===== config.mk =====
export PLATFORM = sky130hd
export DESIGN_NAME = tx_gate_sequencer
export DESIGN_NICKNAME = d
export VERILOG_FILES = /design/src/rtl/gsq_pkg.sv /design/src/rtl/gsq_cmd_ram.sv /design/src/rtl/gsq_unit_tick.sv /design/src/rtl/gsq_fsm.sv /design/src/rtl/tx_gate_sequencer.sv
export SDC_FILE = /design/constraint.sdc
export NUM_CORES = 2
export LEC_CHECK = 0
export ABC_AREA = 1
export BUFFER_PORTS_ARGS = -buffer_cell sky130_fd_sc_hd__buf_4
export CAP_MARGIN = 15
export CORE_MARGIN = 10
export CORE_UTILIZATION = 55
export CTS_CLUSTER_SIZE = 16
export DETAILED_ROUTE_END_ITERATION = 16
export PLACE_DENSITY = 0.68
export SETUP_SLACK_MARGIN = 0.15
export SYNTH_ARGS = -nofsm -noshare
export SYNTH_HDL_FRONTEND = slang
export SYNTH_SLANG_ARGS = --single-unit

===== constraint.sdc =====
create_clock -name clk -period 4.6 [get_ports clk]
set_input_delay 0.46 -clock clk [delete_from_list [all_inputs] [get_ports clk]]
set_output_delay 0.46 -clock clk [all_outputs]
set_load 0.1 [all_outputs]

===== src/rtl/gsq_pkg.sv =====
package gsq_pkg;
    typedef enum logic [1:0] {
        ST_OFF  = 2'd0,
        ST_WAIT = 2'd1,
        ST_RUN  = 2'd2,
        ST_HOLD = 2'd3
    } gsq_state_e;
endpackage


===== src/rtl/gsq_cmd_ram.sv =====
module gsq_cmd_ram #(
    parameter int BANK_DEPTH = 64,
    parameter int WORD_W     = 22,
    localparam int IDX_W     = $clog2(BANK_DEPTH),
    localparam int AW        = IDX_W + 1
) (
    input  logic              clk,
    input  logic              wr_en,
    input  logic [AW-1:0]     wr_addr,
    input  logic [WORD_W-1:0] wr_data,
    input  logic [AW-1:0]     rd_addr,
    output logic [WORD_W-1:0] rd_data
);
    logic [WORD_W-1:0] bank_rd [2];

    for (genvar b = 0; b < 2; b++) begin : g_bank
        logic [WORD_W-1:0] mem [BANK_DEPTH];

        always_ff @(posedge clk) begin
            if (wr_en && (wr_addr[AW-1] == 1'(b)))
                mem[wr_addr[IDX_W-1:0]] <= wr_data;
        end

        assign bank_rd[b] = mem[rd_addr[IDX_W-1:0]];
    end

    assign rd_data = bank_rd[rd_addr[AW-1]];
endmodule


===== src/rtl/gsq_unit_tick.sv =====
module gsq_unit_tick (
    input  logic link_gig,
    input  logic byte_stb,
    input  logic nib_stb,
    output logic unit_tick
);
    // Gigabit links count bytes; slower links count nibbles.
    always_comb begin
        unique case (link_gig)
            1'b1:    unit_tick = byte_stb;
            default: unit_tick = nib_stb;
        endcase
    end
endmodule


===== src/rtl/gsq_fsm.sv =====
module gsq_fsm
    import gsq_pkg::*;
#(
    parameter int PRI_W      = 8,
    parameter int DUR_W      = 14,
    parameter int BANK_DEPTH = 64,
    localparam int IDX_W     = $clog2(BANK_DEPTH),
    localparam int AW        = IDX_W + 1
) (
    input  logic             clk,
    input  logic             rst_n,
    input  logic             gate_on,
    input  logic             cycle_start,
    input  logic             unit_tick,
    input  logic             sel_bank,
    input  logic [DUR_W-1:0] rd_dur,
    input  logic [PRI_W-1:0] rd_mask,
    output logic [AW-1:0]    rd_addr,
    output logic [PRI_W-1:0] allow_o,
    output logic             active_bank_o,
    output logic             addr_err_o
);
    localparam logic [IDX_W-1:0] LAST_IDX = IDX_W'(BANK_DEPTH - 1);
    localparam logic [DUR_W-1:0] ONE_UNIT = DUR_W'(1);

    gsq_state_e       state_q, state_d;
    logic [IDX_W-1:0] idx_q, idx_d;
    logic [DUR_W-1:0] cnt_q, cnt_d;
    logic [PRI_W-1:0] mask_q, mask_d;
    logic             bank_q, bank_d;
    logic             err_q, err_d;
    logic             rd_bank;
    logic [IDX_W-1:0] rd_idx;

    // Next-state and read-address logic
    always_comb begin
        state_d = state_q;
        idx_d   = idx_q;
        cnt_d   = cnt_q;
        mask_d  = mask_q;
        bank_d  = bank_q;
        err_d   = err_q;
        rd_bank = bank_q;
        rd_idx  = idx_q + IDX_W'(1);
        if (!gate_on) begin
            state_d = ST_OFF;                       // DISABLE
        end else if (cycle_start && (state_q != ST_OFF)) begin
            rd_bank = sel_bank;                     // RESTART
            rd_idx  = '0;
            bank_d  = sel_bank;
            idx_d   = '0;
            mask_d  = rd_mask;
            cnt_d   = rd_dur;
            state_d = (rd_dur == '0) ? ST_HOLD : ST_RUN;
        end else begin
            unique case (state_q)
                ST_OFF:  state_d = ST_WAIT;         // ENABLE
                ST_WAIT: state_d = ST_WAIT;
                ST_RUN: begin
                    if (unit_tick) begin
                        if (cnt_q != ONE_UNIT) begin
                            cnt_d = cnt_q - ONE_UNIT;
                        end else if (idx_q == LAST_IDX) begin
                            err_d   = 1'b1;         // OVERRUN
                            state_d = ST_HOLD;
                        end else begin
                            idx_d   = rd_idx;       // STEP
                            mask_d  = rd_mask;
                            cnt_d   = rd_dur;
                            state_d = (rd_dur == '0) ? ST_HOLD : ST_RUN;
                        end
                    end
                end
                ST_HOLD: state_d = ST_HOLD;
                default: state_d = ST_OFF;
            endcase
        end
    end

    assign rd_addr = {rd_bank, rd_idx};

    // State register
    always_ff @(posedge clk or negedge rst_n) begin
        if (!rst_n) begin
            state_q <= ST_OFF;
            idx_q   <= '0;
            cnt_q   <= '0;
            mask_q  <= '1;
            bank_q  <= 1'b0;
            err_q   <= 1'b0;
        end else begin
            state_q <= state_d;
            idx_q   <= idx_d;
            cnt_q   <= cnt_d;
            mask_q  <= mask_d;
            bank_q  <= bank_d;
            err_q   <= err_d;
        end
    end

    // Outputs
    always_comb begin
        unique case (state_q)
            ST_RUN, ST_HOLD: allow_o = mask_q;
            default:         allow_o = '1;
        endcase
        active_bank_o = bank_q;
        addr_err_o    = err_q;
    end

    a_r2_off_opens_all: assert property (@(posedge clk) disable iff (!rst_n)
        !gate_on |=> (allow_o == '1));

    a_r7_bank_only_at_start: assert property (@(posedge clk) disable iff (!rst_n)
        !cycle_start |=> $stable(active_bank_o));

    a_r9_err_sticky: assert property (@(posedge clk) disable iff (!rst_n)
        addr_err_o |=> addr_err_o);

    a_r6_hold_keeps_mask: assert property (@(posedge clk) disable iff (!rst_n)
        (state_q == ST_HOLD && gate_on && !cycle_start) |=> $stable(allow_o));

    a_r4_idle_count_stable: assert property (@(posedge clk) disable iff (!rst_n)
        (state_q == ST_RUN && gate_on && !cycle_start && !unit_tick) |=> $stable(cnt_q));
endmodule


===== src/rtl/tx_gate_sequencer.sv =====
module tx_gate_sequencer #(
    parameter int PRI_W      = 8,
    parameter int DUR_W      = 14,
    parameter int BANK_DEPTH = 64,
    localparam int WORD_W    = DUR_W + PRI_W,
    localparam int IDX_W     = $clog2(BANK_DEPTH),
    localparam int AW        = IDX_W + 1
) (
    input  logic              clk,
    input  logic              rst_n,
    input  logic              cmd_wr_en,
    input  logic [AW-1:0]     cmd_wr_addr,
    input  logic [WORD_W-1:0] cmd_wr_data,
    input  logic              glb_enable,
    input  logic              port_enable,
    input  logic              bank_select,
    input  logic              single_bank,
    input  logic              link_gig,
    input  logic              byte_stb,
    input  logic              nib_stb,
    input  logic              cycle_start,
    input  logic [PRI_W-1:0]  tx_pending,
    output logic [PRI_W-1:0]  allow,
    output logic [PRI_W-1:0]  pri_active,
    output logic              active_bank,
    output logic              addr_err
);
    logic              unit_tick;
    logic [AW-1:0]     rd_addr;
    logic [WORD_W-1:0] rd_data;
    logic              gate_on;
    logic              sel_bank;

    assign gate_on  = glb_enable & port_enable;
    assign sel_bank = single_bank ? 1'b0 : bank_select;

    gsq_cmd_ram #(
        .BANK_DEPTH (BANK_DEPTH),
        .WORD_W     (WORD_W)
    ) u_ram (
        .clk     (clk),
        .wr_en   (cmd_wr_en),
        .wr_addr (cmd_wr_addr),
        .wr_data (cmd_wr_data),
        .rd_addr (rd_addr),
        .rd_data (rd_data)
    );

    gsq_unit_tick u_tick (
        .link_gig  (link_gig),
        .byte_stb  (byte_stb),
        .nib_stb   (nib_stb),
        .unit_tick (unit_tick)
    );

    gsq_fsm #(
        .PRI_W      (PRI_W),
        .DUR_W      (DUR_W),
        .BANK_DEPTH (BANK_DEPTH)
    ) u_fsm (
        .clk           (clk),
        .rst_n         (rst_n),
        .gate_on       (gate_on),
        .cycle_start   (cycle_start),
        .unit_tick     (unit_tick),
        .sel_bank      (sel_bank),
        .rd_dur        (rd_data[WORD_W-1:PRI_W]),
        .rd_mask       (rd_data[PRI_W-1:0]),
        .rd_addr       (rd_addr),
        .allow_o       (allow),
        .active_bank_o (active_bank),
        .addr_err_o    (addr_err)
    );

    assign pri_active = tx_pending & allow;
endmodule


* Yosys cells after proc, flatten, opt, wreduce, memory -nomap -nowiden
Memories as Yosys holds them, arrays and structs flattened.
Index checks and enable logic that the tools add are counted.
** Word-level totals
- Bits in read-only memories :: 0
- Word-level logic and storage cells :: 77
- Input bits :: 48
- Memories :: 2
- Latch bits :: 0
- Memory bits (writable) :: 2816
- Flip-flop bits (word level) :: 32
- Output and inout bits :: 18
** Operators by class
- Bitwise operators :: 6
- Div/mod/pow operators :: 0
- Multipliers :: 0
- Multiplexer cells :: 36
- Reductions and logical operators :: 14
- $lt $le $gt $ge :: 1
- Eq/ne operators :: 10
- Shifts and indexed selects :: 0
- $add $sub $neg :: 2
** Memory list
- u_ram.g_bank[0].mem :: depth 64, bits a word 22, read ports 1, clocked after memory_dff 0, write ports 1, line gsq_cmd_ram.sv:17 : logic [WORD_W-1:0] mem [BANK_DEPTH];
- u_ram.g_bank[1].mem :: depth 64, bits a word 22, read ports 1, clocked after memory_dff 0, write ports 1, line gsq_cmd_ram.sv:17
** Operator list (number)
- $mux 14 :: 5
- $mux 22 :: 3
- $mux 8 :: 6
- $mux 6 :: 7
- $logic_not 14->1 :: 1
- $ne 14x1->1 const B :: 1
- $sub 14x1->14 const B :: 1
- $mux 2 :: 5
- $mux 1 :: 9
- $and 8x8->8 :: 1
- $ne 4x4->1 const B :: 2
- $add 6x1->6 const B :: 1
- $eq 6x6->1 const B :: 1
- $pmux 2 s3 :: 1
- $reduce_and 6->1 :: 1
- $reduce_bool 2->1 :: 3
- $reduce_and 5->1 :: 1
- $eq 2x2->1 const B :: 2
- $ne 2x1->1 const B :: 2
- $reduce_and 4->1 :: 1
- $reduce_or 2->1 :: 2
- $logic_and 1x1->1 :: 3
- $ne 3x1->1 const B :: 1
- $not 1->1 :: 3
- other kinds (6) :: 6

* Depth between registers and ports, before layout
- Depth after elaboration :: 16
- Mapped depth :: 22
- Depth with buffers taken out :: 20

* Modules after synthesis
Synthesis repeated with hierarchy kept, for this count alone.
** Unflattened totals
- Cell total of the unflattened synthesis :: 9605
- Area total of the unflattened synthesis :: 115767.3 µm²
** By module, submodules not included
- gsq_cmd_ram :: area each 113427.5 µm², cells an instance 9240, times used 1, seq. area each 84561.1 µm²
- gsq_fsm :: area each 2247.2 µm², cells an instance 341, times used 1, seq. area each 810.8 µm²
- tx_gate_sequencer :: area each 77.6 µm², cells an instance 20, times used 1, seq. area each 0.0 µm²
- gsq_unit_tick :: area each 15.0 µm², cells an instance 4, times used 1, seq. area each 0.0 µm²

* Worst setup path after synthesis
OpenSTA, ideal clock, no wires.
- Kind :: register to output
- Start :: register u_fsm.state_q[1]
- End :: output pri_active[5]
- Buffers on the path :: 1
- Setup slack :: 1.310 ns
- Required time :: 4.140 ns
- Arrival time :: 2.830 ns
- Stages on the path, launching flop included :: 3
- Cells stage by stage :: dfrtp_1 > clkbuf_1 > a21boi_0
** Between the ends
- Word-level cells in the longest chain between the ends :: 4
- Elaborated cells on any way between the ends :: 5
- Classes of those cells :: eq/ne (2); mux (1); bitwise (1); reduce/logical (1)
** Ends and longest elaborated chain
- start, declared :: line gsq_fsm.sv:26 : gsq_state_e state_q, state_d;
- start signal, assigned :: line gsq_fsm.sv:92 : state_q <= state_d;
- $eq 2x2->1 :: line gsq_fsm.sv:103 : unique case (state_q)
- $reduce_or 2->1 * :: line gsq_fsm.sv:103
- $mux 8 * :: line gsq_fsm.sv:103
- $and 8x8->8 * :: line tx_gate_sequencer.sv:75 : assign pri_active = tx_pending & allow;
- end, declared :: line tx_gate_sequencer.sv:24 : output logic [PRI_W-1:0] pri_active,
Mark *: on every way between the ends. The rest lies on a longest branch, timed or not.

* Worst setup path after layout
- Start :: register u_fsm.idx_q[0]
- End :: register u_fsm.mask_q[3]
** Between the ends
- Word-level cells in the longest chain between the ends :: 12
- Elaborated cells on any way between the ends :: 16
- Classes of those cells :: add/sub (1); eq/ne (2); mux (10); reduce/logical (1); memory (2)
** Ends and longest elaborated chain
- start, declared :: line gsq_fsm.sv:27 : logic [IDX_W-1:0] idx_q, idx_d;
- start signal, assigned :: line gsq_fsm.sv:93 : idx_q <= idx_d;
- $add 6x1->6 :: line gsq_fsm.sv:44 : rd_idx = idx_q + IDX_W'(1);
- $mux 6 :: line gsq_fsm.sv:47 : end else if (cycle_start && (state_q != ST_OFF)) begin
- $mux 6 :: line gsq_fsm.sv:45 : if (!gate_on) begin
- $mem_v2 64x22
- $mux 22 (implied by the code) (3 in a row) :: line gsq_cmd_ram.sv:27 : assign rd_data = bank_rd[rd_addr[AW-1]];
- $mux 8 :: line gsq_fsm.sv:63 : end else if (idx_q == LAST_IDX) begin
- $mux 8 :: line gsq_fsm.sv:61 : if (cnt_q != ONE_UNIT) begin
- $mux 8 :: line gsq_fsm.sv:60 : if (unit_tick) begin
- $mux 8 :: line gsq_fsm.sv:56 : unique case (state_q)
- $mux 8 :: line gsq_fsm.sv:47
- end signal, assigned :: line gsq_fsm.sv:95 : mask_q <= mask_d;
- end, declared :: line gsq_fsm.sv:29 : logic [PRI_W-1:0] mask_q, mask_d;
Several ways; a longest one is shown, not always the timed one. The select of a mux whose other input is x is not followed.
A chain may end at the register's enable or synchronous reset.

==> results.md <==
- Detailed Place HPWL: 195000 um
- Worst Skew: 0.0687 ns
- Clock sink count: 2848
- First-pass GRT wire length: 505000 um
- Run status: finished, final reports clean
- Maximum vdd ir drop: 0.445 mV
- Vias per cell: 6.24
- Chip height: 486 um
- First drt pass iteration count: 6
- Mapped Nets: 9757
- Vias: 79800
- Crit path required time: 5.50 ns
- Max incr delay on CP: 0.55 ns
- Pin count of the biggest net entering global routing: 210
- GPL Wtd Cong: 0.932
- Worst-path cell chain: buf_4, inv_8, nand2_8, buf_4, buf_12, buf_4, nor2_1, o311ai_1, o211ai_1, nand3_1, nand3_1, nand3_1, nand3_1, o21ai_1
- Wire length per cell: 27.0 um
- Synthesized flop and latch total: 2848
- Fillcell total: 16100
- CTS Buf Count: 305
- Setup CP Type: flop to flop
- Clk root buf: clkbuf_16
- Clock tree from TritonCTS: yes
- Area fraction of the dominant cell type after synthesis: 70.9%
- WP data arrival: 5.23 ns
- Max clock buf depth: 4
- Cell family with most CP delay: simple AND/OR/NAND/NOR gates
- # nets final: 9797
- Crit share post-route: 94.1%
- H-tree depth: 5
- Final Power: 61900 uW
- Reg clk slew, reported paths: 0.06 ns
- Dpl cells: 12300
- ANT nets after route: 0
- CP max stage cell: nand3_1
- Yosys warnings: 0
- Cell variety after synth: 41
- Initial drt markers: 10800
- Worst Tran Pin Value: 1.23 ns
- PnR worst setup slack: 0.273 ns
- FF+latch area: 85400 sq um
- Lkg Pwr: 0.0469 uW
- Worst-Skew Late Latency: 0.97 ns
- FMAX: 231 MHz
- Place WS: -0.120 ns
- Register area share after synthesis: 71.6%
- Layout overhead on the synthesized area: 12.0%
- Crit path top cell by count: nand3_1
- CP startpoint kind: flop
- Gr usage total: 28.4%
- RSZ-0062 raised after global routing: false
- Worst Path Buf+Inv: 5
- Largest area contributor in the netlist: edfxtp_1
- Fin cells: 12800
- IO buf count: 65
- Cells after Synth: 9706
- Drc violations: 0
- Final hold vios: 0
- Slew Viols, Final: 0
- Critical Path End Type: flop
- WHS: 0.0461 ns
- Worst Hold Class: primary input to async pin
- Number of I/O pins: 66
- Die footprint: 236000 sq um
- GRT overflow: 0
- CP Max Fanout: 101
- Critical path depth: 14
- Initial Util: 55.4%
- Antenna violations before repair: 24
- Minimum clock period: 4.33 ns
- Avg Inst Size Synth: 12.3 sq um
- Synth Cell Area: 119000 sq um
- Endpoints failing setup: 0
- Share of cells above drive strength 1: 12.5%
- Footprint of the multi-input gates: 28800 sq um
- Final WL: 346000 um
- Core box area: 215000 sq um
- PwrDens: 464 nW/um^2
- Normalized max-slew margin: 18.2%
- R2R depth: 14
- Die X: 486 um
- # rows: 170
- Vias in the first global route: 76000
- # Max-Cap Violations: 0
- Largest cells by area after synthesis: edfxtp_1 71%, nand3_1 7.2%, nand2_1 3.7%, nor2_1 2.7%, nand3b_1 2.5%
-- flip-flops by register name, indices dropped and copies added, names as in the netlist --
name	count
u_fsm.active_bank_o	1
u_fsm.addr_err_o	1
u_fsm.cnt_q	14
u_fsm.idx_q	6
u_fsm.mask_q	8
u_fsm.state_q	2
u_ram.g_bank.mem	2816
-- per-stage QoR --
step / cell area, sq um / utilization (%) / setup TNS (ns)
2_1_floorplan: 119000 / - / 0
3_3_place_gp: 124000 / 57.8 / -0.155
3_5_place_dp: 124000 / 57.9 / -0.133
4_1_cts: 134000 / 62.1 / 0
5_1_grt: 134000 / 62.1 / 0
6_report: 134000 / 62.1 / 0
-- metal layers --
layer | wire (um) | share of wire (%) | up-vias | track usage [%]
met1 | 134000 | 39 | 39600 | 39.0
li1 | - | - | 35000 | -
met2 | 158000 | 46 | 4480 | 43.8
met3 | 36900 | 11 | 719 | 6.35
met5 | 137 | 0.040 | - | 0
met4 | 16600 | 4.8 | 24 | 12.7
-- where the power goes --
part	switching [uW]	internal, uW
registers	81.3	28700
clock network	9750	13000
logic	7610	2820
total	17400	44500
-- worst register-to-register path: stages (launching register included) --
cell and delay, ns:
dfrtp_1 0.36, buf_4 0.32, inv_8 0.21, nand2_8 0.33, buf_4 0.24, buf_12 0.33
buf_4 0.53, nor2_1 0.08, o311ai_1 0.29, o211ai_1 0.20, nand3_1 0.24, nand3_1 0.55
nand3_1 0.40, nand3_1 0.10, o21ai_1 0.09
-- cell families (layout without fill, tap and decap cells) --
family | count (synthesis) | in the layout | synth area share, %
other cells | 0 | 5 | 0
simple gates | 4556 | 4556 | 18.1
buf+inv | 1428 | 1675 | 4.91
xor+xnor | 8 | 8 | 0.0651
mux | 1 | 1 | 0.00840
flops | 2848 | 2848 | 71.6
compound gates | 862 | 862 | 5.26
fa+ha+maj | 3 | 3 | 0.0315
-- layout by cell type, fill, tap and decap left out, types with 16 or more instances in the layout --
cell	n
nand3b_1	393
clkinv_1	65
nand2_1	1183
nor3_2	111
nor2_2	16
o211ai_1	362
or2_2	279
o32ai_1	30
clkinv_2	45
buf_4	349
o21ai_0	187
clkbuf_16	310
o311ai_0	176
dfrtp_1	24
o311ai_1	52
nor2_1	831
clkbuf_1	75
nand3_1	1705
edfxtp_1	2816
inv_1	719
buf_12	64
-- synthesized netlist by cell type --
master and n:
o2111ai_1 12, edfxtp_1 2816, nor2_2 2, clkinv_2 1
clkinv_1 8, or2_2 279, inv_2 4, nor3_1 123
and3_1 1, o21ai_0 187, nor2_1 851, xor2_2 1
mux2i_1 1, o311ai_1 52, o211ai_1 362, ha_1 3
xor2_1 7, clkbuf_1 358, buf_6 8, nand2_1 1185
o311ai_0 176, nand3_1 1714, inv_4 1, or2_0 2
buf_1 75, nand2_4 3, a21boi_0 8, buf_2 210
inv_1 719, o21ai_1 13, a21o_1 1, dfrtp_1 24
dfstp_2 8, o32ai_1 30, a21oi_1 12, buf_4 44
o22ai_1 8, nor4_1 2, a31oi_1 1, nand4_1 1
nand3b_1 393
-- final cells by class --
class                      instances  area share [%]
sequential                      2848            63.9
clock buffer                     385            6.02
tap                             2838            2.66
antenna                            5         0.00937
timing repair buffer             428            3.05
multi-input combinational       5430            21.5
inverter                         733            2.11
clock inverter                   129           0.700
-- path summary, 6_finish.rpt --
| kind | startpoint | to | slack, ns |
|---|---|---|---|
| worst max-delay path | u_fsm.idx_q[0]$_DFFE_PN0P_ | u_fsm.mask_q[3]$_DFFE_PN1P_ | 0.27 |
| worst min-delay path | rst_n | u_fsm.active_bank_o$_DFF_PN0_ | 0.05 |
| worst max register to register | u_fsm.idx_q[0]$_DFFE_PN0P_ | u_fsm.mask_q[3]$_DFFE_PN1P_ | 0.27 |
| worst min register to register | u_fsm.cnt_q[10]$_DFFE_PN0P_ | u_fsm.cnt_q[10]$_DFFE_PN0P_ | 0.53 |
| max in group asynchronous | rst_n | u_fsm.cnt_q[10]$_DFFE_PN0P_ | 4.07 |
| min in group clk | cmd_wr_data[7] | u_ram.g_bank[0].mem[50][7]$_DFFE_PP_ | 0.07 |
-- what timing repair did --
item	CTS	global route
gates resized for setup	1	7
buffers inserted	0	0
setup endpoints to repair	1	6
cloned	0	0
hold buffers	11	0
endpoints found under the hold margin	143	0
pin swaps	0	0
Power figures use the tool's default switching activity.
